`src/rtl/sbc_pkg.sv`:
```
package sbc_pkg;
  localparam int SHIFT_LEN = 5;
  localparam int REG_W     = SHIFT_LEN;
  localparam int PRG_SEL_W = 4;
  localparam int PRG_OFS_W = 14;
  localparam int CHR_OFS_W = 12;
  localparam int PRG_AW    = PRG_SEL_W + PRG_OFS_W;
  localparam int CHR_AW    = REG_W + CHR_OFS_W;

  typedef enum logic [1:0] {
    TGT_CTRL = 2'd0,
    TGT_CHR0 = 2'd1,
    TGT_CHR1 = 2'd2,
    TGT_PRG  = 2'd3
  } sbc_target_e;

  typedef struct packed {
    logic              abort;
    logic              commit;
    sbc_target_e       target;
    logic [REG_W-1:0]  value;
  } sbc_strobe_t;

  localparam logic [REG_W-1:0] CTRL_RESET = 5'b01100;
endpackage

```
`src/rtl/sbc_ctrl.sv`:
```
module sbc_ctrl
  import sbc_pkg::*;
(
  input  logic        clk,
  input  logic        rstN,
  input  logic        wrEn,
  input  logic [2:0]  wrAddrHi,
  input  logic        serBit,
  input  logic        serClear,
  output sbc_strobe_t strb
);
  localparam int CNT_W = $clog2(SHIFT_LEN + 1);
  localparam logic [CNT_W-1:0] LAST_IDX = CNT_W'(SHIFT_LEN - 1);

  logic [CNT_W-1:0]     shiftCnt;
  logic [SHIFT_LEN-2:0] shiftAcc;
  logic                 accepted;

  assign accepted = wrEn && wrAddrHi[2];

  always_comb begin
    strb = '0;
    if (accepted) begin
      if (serClear) begin
        strb.abort = 1'b1;
      end else if (shiftCnt == LAST_IDX) begin
        strb.commit = 1'b1;
        strb.target = sbc_target_e'(wrAddrHi[1:0]);
        strb.value  = {serBit, shiftAcc};
      end
    end
  end

  always_ff @(posedge clk) begin
    if (!rstN) begin
      shiftCnt <= '0;
      shiftAcc <= '0;
    end else if (accepted) begin
      if (serClear || shiftCnt == LAST_IDX) begin
        shiftCnt <= '0;
        shiftAcc <= '0;
      end else begin
        shiftAcc[shiftCnt[$clog2(SHIFT_LEN-1)-1:0]] <= serBit;
        shiftCnt <= shiftCnt + 1'b1;
      end
    end
  end
endmodule

```
`src/rtl/sbc_dp.sv`:
```
module sbc_dp
  import sbc_pkg::*;
#(
  parameter int PRG_BANKS16 = 8,
  parameter int CHR_BANKS4  = 16
) (
  input  logic              clk,
  input  logic              rstN,
  input  sbc_strobe_t       strb,
  input  logic [14:0]       cpuAddr,
  input  logic [12:0]       ppuAddr,
  output logic [PRG_AW-1:0] prgAddr,
  output logic [CHR_AW-1:0] chrAddr,
  output logic [1:0]        mirror
);
  localparam logic [PRG_SEL_W-1:0] PRG_MASK = PRG_SEL_W'(PRG_BANKS16 - 1);
  localparam logic [REG_W-1:0]     CHR_MASK = REG_W'(CHR_BANKS4 - 1);
  localparam logic [PRG_SEL_W-1:0] PRG_LAST = PRG_SEL_W'(PRG_BANKS16 - 1);

  logic [REG_W-1:0]     ctrlReg, chr0Reg, chr1Reg;
  logic [PRG_SEL_W-1:0] prgReg;
  logic [PRG_SEL_W-1:0] prgBank;
  logic [REG_W-1:0]     chrBank;

  always_ff @(posedge clk) begin
    if (!rstN) begin
      ctrlReg <= CTRL_RESET;
      chr0Reg <= '0;
      chr1Reg <= '0;
      prgReg  <= '0;
    end else if (strb.abort) begin
      ctrlReg[3:2] <= 2'b11;
    end else if (strb.commit) begin
      unique case (strb.target)
        TGT_CTRL: ctrlReg <= strb.value;
        TGT_CHR0: chr0Reg <= strb.value;
        TGT_CHR1: chr1Reg <= strb.value;
        TGT_PRG:  prgReg  <= strb.value[PRG_SEL_W-1:0];
        default:  ;
      endcase
    end
  end

  always_comb begin
    if (ctrlReg[3]) begin
      if (ctrlReg[2]) prgBank = cpuAddr[14] ? PRG_LAST : prgReg;
      else            prgBank = cpuAddr[14] ? prgReg : '0;
    end else begin
      prgBank = {prgReg[PRG_SEL_W-1:1], cpuAddr[14]};
    end
  end

  always_comb begin
    if (ctrlReg[4]) chrBank = ppuAddr[12] ? chr1Reg : chr0Reg;
    else            chrBank = {chr0Reg[REG_W-1:1], ppuAddr[12]};
  end

  assign prgAddr = {prgBank & PRG_MASK, cpuAddr[PRG_OFS_W-1:0]};
  assign chrAddr = {chrBank & CHR_MASK, ppuAddr[CHR_OFS_W-1:0]};
  assign mirror  = ctrlReg[1:0];
endmodule

```
`src/rtl/serial_bank_ctrl.sv`:
```
module serial_bank_ctrl
  import sbc_pkg::*;
#(
  parameter int PRG_BANKS16 = 8,
  parameter int CHR_BANKS4  = 16
) (
  input  logic              clk,
  input  logic              rstN,
  input  logic              wrEn,
  input  logic [2:0]        wrAddrHi,
  input  logic              serBit,
  input  logic              serClear,
  input  logic [14:0]       cpuAddr,
  input  logic [12:0]       ppuAddr,
  output logic [PRG_AW-1:0] prgAddr,
  output logic [CHR_AW-1:0] chrAddr,
  output logic [1:0]        mirror
);
  sbc_strobe_t strb;

  sbc_ctrl u_ctrl (
    .clk(clk), .rstN(rstN), .wrEn(wrEn), .wrAddrHi(wrAddrHi),
    .serBit(serBit), .serClear(serClear), .strb(strb)
  );

  sbc_dp #(.PRG_BANKS16(PRG_BANKS16), .CHR_BANKS4(CHR_BANKS4)) u_dp (
    .clk(clk), .rstN(rstN), .strb(strb), .cpuAddr(cpuAddr),
    .ppuAddr(ppuAddr), .prgAddr(prgAddr), .chrAddr(chrAddr), .mirror(mirror)
  );
endmodule

```
`config.mk`:
```
export PLATFORM = sky130hd
export DESIGN_NAME = serial_bank_ctrl
export DESIGN_NICKNAME = d
export VERILOG_FILES = /design/src/rtl/sbc_pkg.sv /design/src/rtl/sbc_ctrl.sv /design/src/rtl/sbc_dp.sv /design/src/rtl/serial_bank_ctrl.sv
export SDC_FILE = /design/constraint.sdc
export NUM_CORES = 1
export LEC_CHECK = 0
export BUFFER_PORTS_ARGS = -buffer_cell sky130_fd_sc_hd__clkbuf_2
export CAP_MARGIN = 20
export CORE_UTILIZATION = 44
export DETAILED_ROUTE_END_ITERATION = 8
export PLACE_DENSITY = 0.8
export SLEW_MARGIN = 20
export SYNTH_ARGS = -nofsm -noshare
export SYNTH_HDL_FRONTEND = slang
export SYNTH_SLANG_ARGS = --single-unit
```
`constraint.sdc`:
```
create_clock -name clk -period 1.8 [get_ports clk]
set_clock_uncertainty 0.15 [all_clocks]
set_input_delay 0.09 -clock clk [delete_from_list [all_inputs] [get_ports clk]]
set_output_delay 0.09 -clock clk [all_outputs]
set_load 0.005 [all_outputs]
```
==> impl_metrics.tcl <==
set metrics [dict create \
    synth-edff-count 0 \
    place_ws_ns 0.161 \
    rsz0062_at_grt "no" \
    cts.sinks 23 \
    clock_latency_ns 0.32 \
    tns_ns 0 \
    fin_ws_ns 0.208 \
    core_mm2 0.00285 \
    start_util_pct 47.8 \
    leakage_nw 0.559 \
    grt_pass1_vias 988 \
    seq_power_share_pct 61.6 \
    grt_antenna_before_repair 0 \
    path_delay_family "simple AND/OR/NAND/NOR gates" \
    n_antenna_cell 0 \
    crit_path_max_fanout 6 \
    synth_most_common_cell "buf_4" \
    area_growth_syn_to_layout_pct -5.32 \
    combPwrFrac_pct 9.7 \
    period_needed_ns 1.59 \
    hold_violations 0 \
    cts_inserted_buffers 3 \
    avgViaCountPerCell 5.60 \
    synthDistinctLibCells 27 \
    r2r_cells 5 \
    min_path_cells 3 \
    switching_share_pct 24.9 \
    ys_async_sr_fraction_pct 0 \
    yosysTopAreaCell "dfxtp_1" \
    synth_top_area_share_pct 33.8 \
    drtPass1Iterations 9 \
    critPathArrivalTime_ns 1.69 \
    clk_pin_slew_ns 0.12 \
    path_buf_inv 1 \
    row_count 19 \
    root_buffer "clkbuf_4" \
    place_congestion 0.831 \
    synth-seq-cells 23 \
    portBuffers 18 \
    cts_tree "done" \
    synthTopCellsByArea "dfxtp_1, buf_4, mux2i_1" \
    finalWirelength_um 2530 \
    nets 190 \
    synth-main-ff-cell "dfxtp_1" \
    vias 1008 \
    grt_start_max_net_pins 22 \
    die_h_um 57.7 \
    crit_required_ns 1.90 \
    drive_gt1_share_pct 19.5 \
    clkPwrFrac_pct 28.7 \
    ys_seq_area_share_pct 33.8 \
    path_cells "inv_1 -> ha_1 -> nand3_1 -> nor2_1 -> mux2i_1" \
    synthTopCellsByCount "buf_4, dfxtp_1, nand2_1, mux2i_1" \
    r2r_slack_ns 0.21 \
    avgSynthCellArea_um2 8.63 \
    fmax_mhz 628 \
    place_hpwl_um 1920 \
    hold_path_class "in2reg" \
    fin_crit_sh_pct 88.5 \
    path_class "reg2reg" \
    cap_violations 0 \
    powerDensity_mw_per_mm2 649 \
    synth_warnings 0 \
    die_area_mm2 0.00333 \
    cts_buffer_depth 2 \
    ioPinCount 73 \
    setup.worst_path.end_class "flip-flop" \
    startpoint_type "flip-flop" \
    chipWidth_um 57.7 \
    grt_use_total_pct 16.4 \
    drv_slew 0 \
    wl_per_cell_um 14.1 \
    cts_max_level 1 \
    grt_first_pass_wirelength_um 4180 \
    cp_slowest_stage_delay_ns 0.35 \
    status "complete, but fails checks" \
    drtIter0Drc 51 \
    cp.depth 5 \
    p_int_mw 0.629 \
    cp_slowest_cell "dfxtp_1" \
    violations "design-rule violations" \
    max-vdd-ir-drop_v 0.000410 \
    drtAntennaViolNets 0 \
    power_switching_mw 0.209 \
    setup_violations 0 \
    drc_errors 9 \
    synth_cells 158 \
    grt_overflow 0 \
    syn_area_mm2 0.00136 \
]
## logic make-up (layout without fill, tap and decap cells)
family | Yosys count | after routing | share of synthesized area [%]
adders and majority gates | 4 | 4 | 3.67
muxes | 20 | 20 | 15.0
AOI/OAI and AO/OA | 18 | 18 | 7.06
xor gates and xnor gates | 1 | 1 | 0.642
and+or+nand+nor | 53 | 53 | 19.5
buffers and inverters | 38 | 28 | 20.1
other | 1 | 2 | 0.275
DFF | 23 | 23 | 33.8
## tightest hold or removal path: cells and delay by family
family / cells / cell delay [ns]
buffers and inverters: 1 / 0.18
AOI/OAI and AO/OA: 1 / 0.06
and+or+nand+nor: 1 / 0.12
## what timing repair did
action,in CTS,in global routing
gates resized for setup,0,1
hold buffers,2,0
endpoints found under the setup margin,0,4
setup buffers,0,0
hold endpoints to repair,7,0
## metrics by stage
step | area, um2 | hold slack [ns] | std cells | util (%) | total power [mW]
3_3_place_gp | 1240 | 0.0300 | 174 | 43.5 | 0.600
6_report | 1290 | 0.0137 | 180 | 45.3 | 0.838
3_5_place_dp | 1240 | 0.0300 | 174 | 43.5 | 0.604
4_1_cts | 1290 | 0.00985 | 180 | 45.2 | 0.845
2_1_floorplan | 1370 | 0.0839 | 159 | - | 0.628
5_1_grt | 1290 | 0.0175 | 180 | 45.3 | 0.879
## power by group through the flow
stage                     sequential (mW)  combinational (mW)  clock, mW
after CTS                           0.516              0.0805      0.248
after global placement              0.527              0.0732          0
final                               0.516              0.0809      0.241
after floorplan                     0.527               0.102          0
after global routing                0.517              0.0907      0.271
after detailed placement            0.527              0.0763          0
## per-layer routing
layer | GRT usage (%) | part of all wire (%) | vias up
met4 | 12.6 | 3.4 | 0
met2 | 27.6 | 48 | 37
li1 | - | - | 490
met5 | 0 | 0 | -
met3 | 2.68 | 7.1 | 15
met1 | 18.5 | 41 | 466
## area by class of cell
type,count,area [um2]
Clock buffer,3,22.5
Clock inverter,1,5.00
Fill cell,276,1560
Inverter,3,11.3
Multi-Input combinational cell,98,636
Sequential cell,23,460
Tap cell,31,38.8
Timing Repair Buffer,21,118
## registers in the layout, indices dropped and copies added, names as in the netlist
signal and flops:
u_ctrl.shiftCnt 3, u_dp.chr0Reg 4, u_dp.prgReg 3, u_dp.chr1Reg 4, u_ctrl.shiftAcc 4, u_dp.ctrlReg 5
## worst paths after layout
kind / endpoint / from
setup / recovery: u_dp.prgReg[0] / u_ctrl.shiftCnt[0]
hold / removal: u_ctrl.shiftCnt[1] / wrAddrHi[2]
setup reg to reg: u_dp.prgReg[0] / u_ctrl.shiftCnt[0]
hold reg to reg: u_dp.ctrlReg[1] / u_dp.ctrlReg[1]
## cell usage in the layout, fill, tap and decap left out, types with 2 or more instances in the layout
| master | Yosys | final |
|---|---|---|
| a21oi_1 | 11 | 11 |
| nand2_1 | 20 | 20 |
| conb_1 | 1 | 2 |
| nand2b_1 | 3 | 3 |
| inv_1 | 3 | 3 |
| ha_1 | 4 | 4 |
| mux2_2 | 3 | 3 |
| dfxtp_1 | 23 | 23 |
| clkbuf_4 | 0 | 3 |
| clkbuf_2 | 0 | 18 |
| o21ai_0 | 5 | 5 |
| nor2_1 | 11 | 10 |
| nand3_1 | 10 | 10 |
| mux2i_1 | 17 | 17 |
| dlygate4sd3_1 | 0 | 2 |
Power figures use the tool's default switching activity.
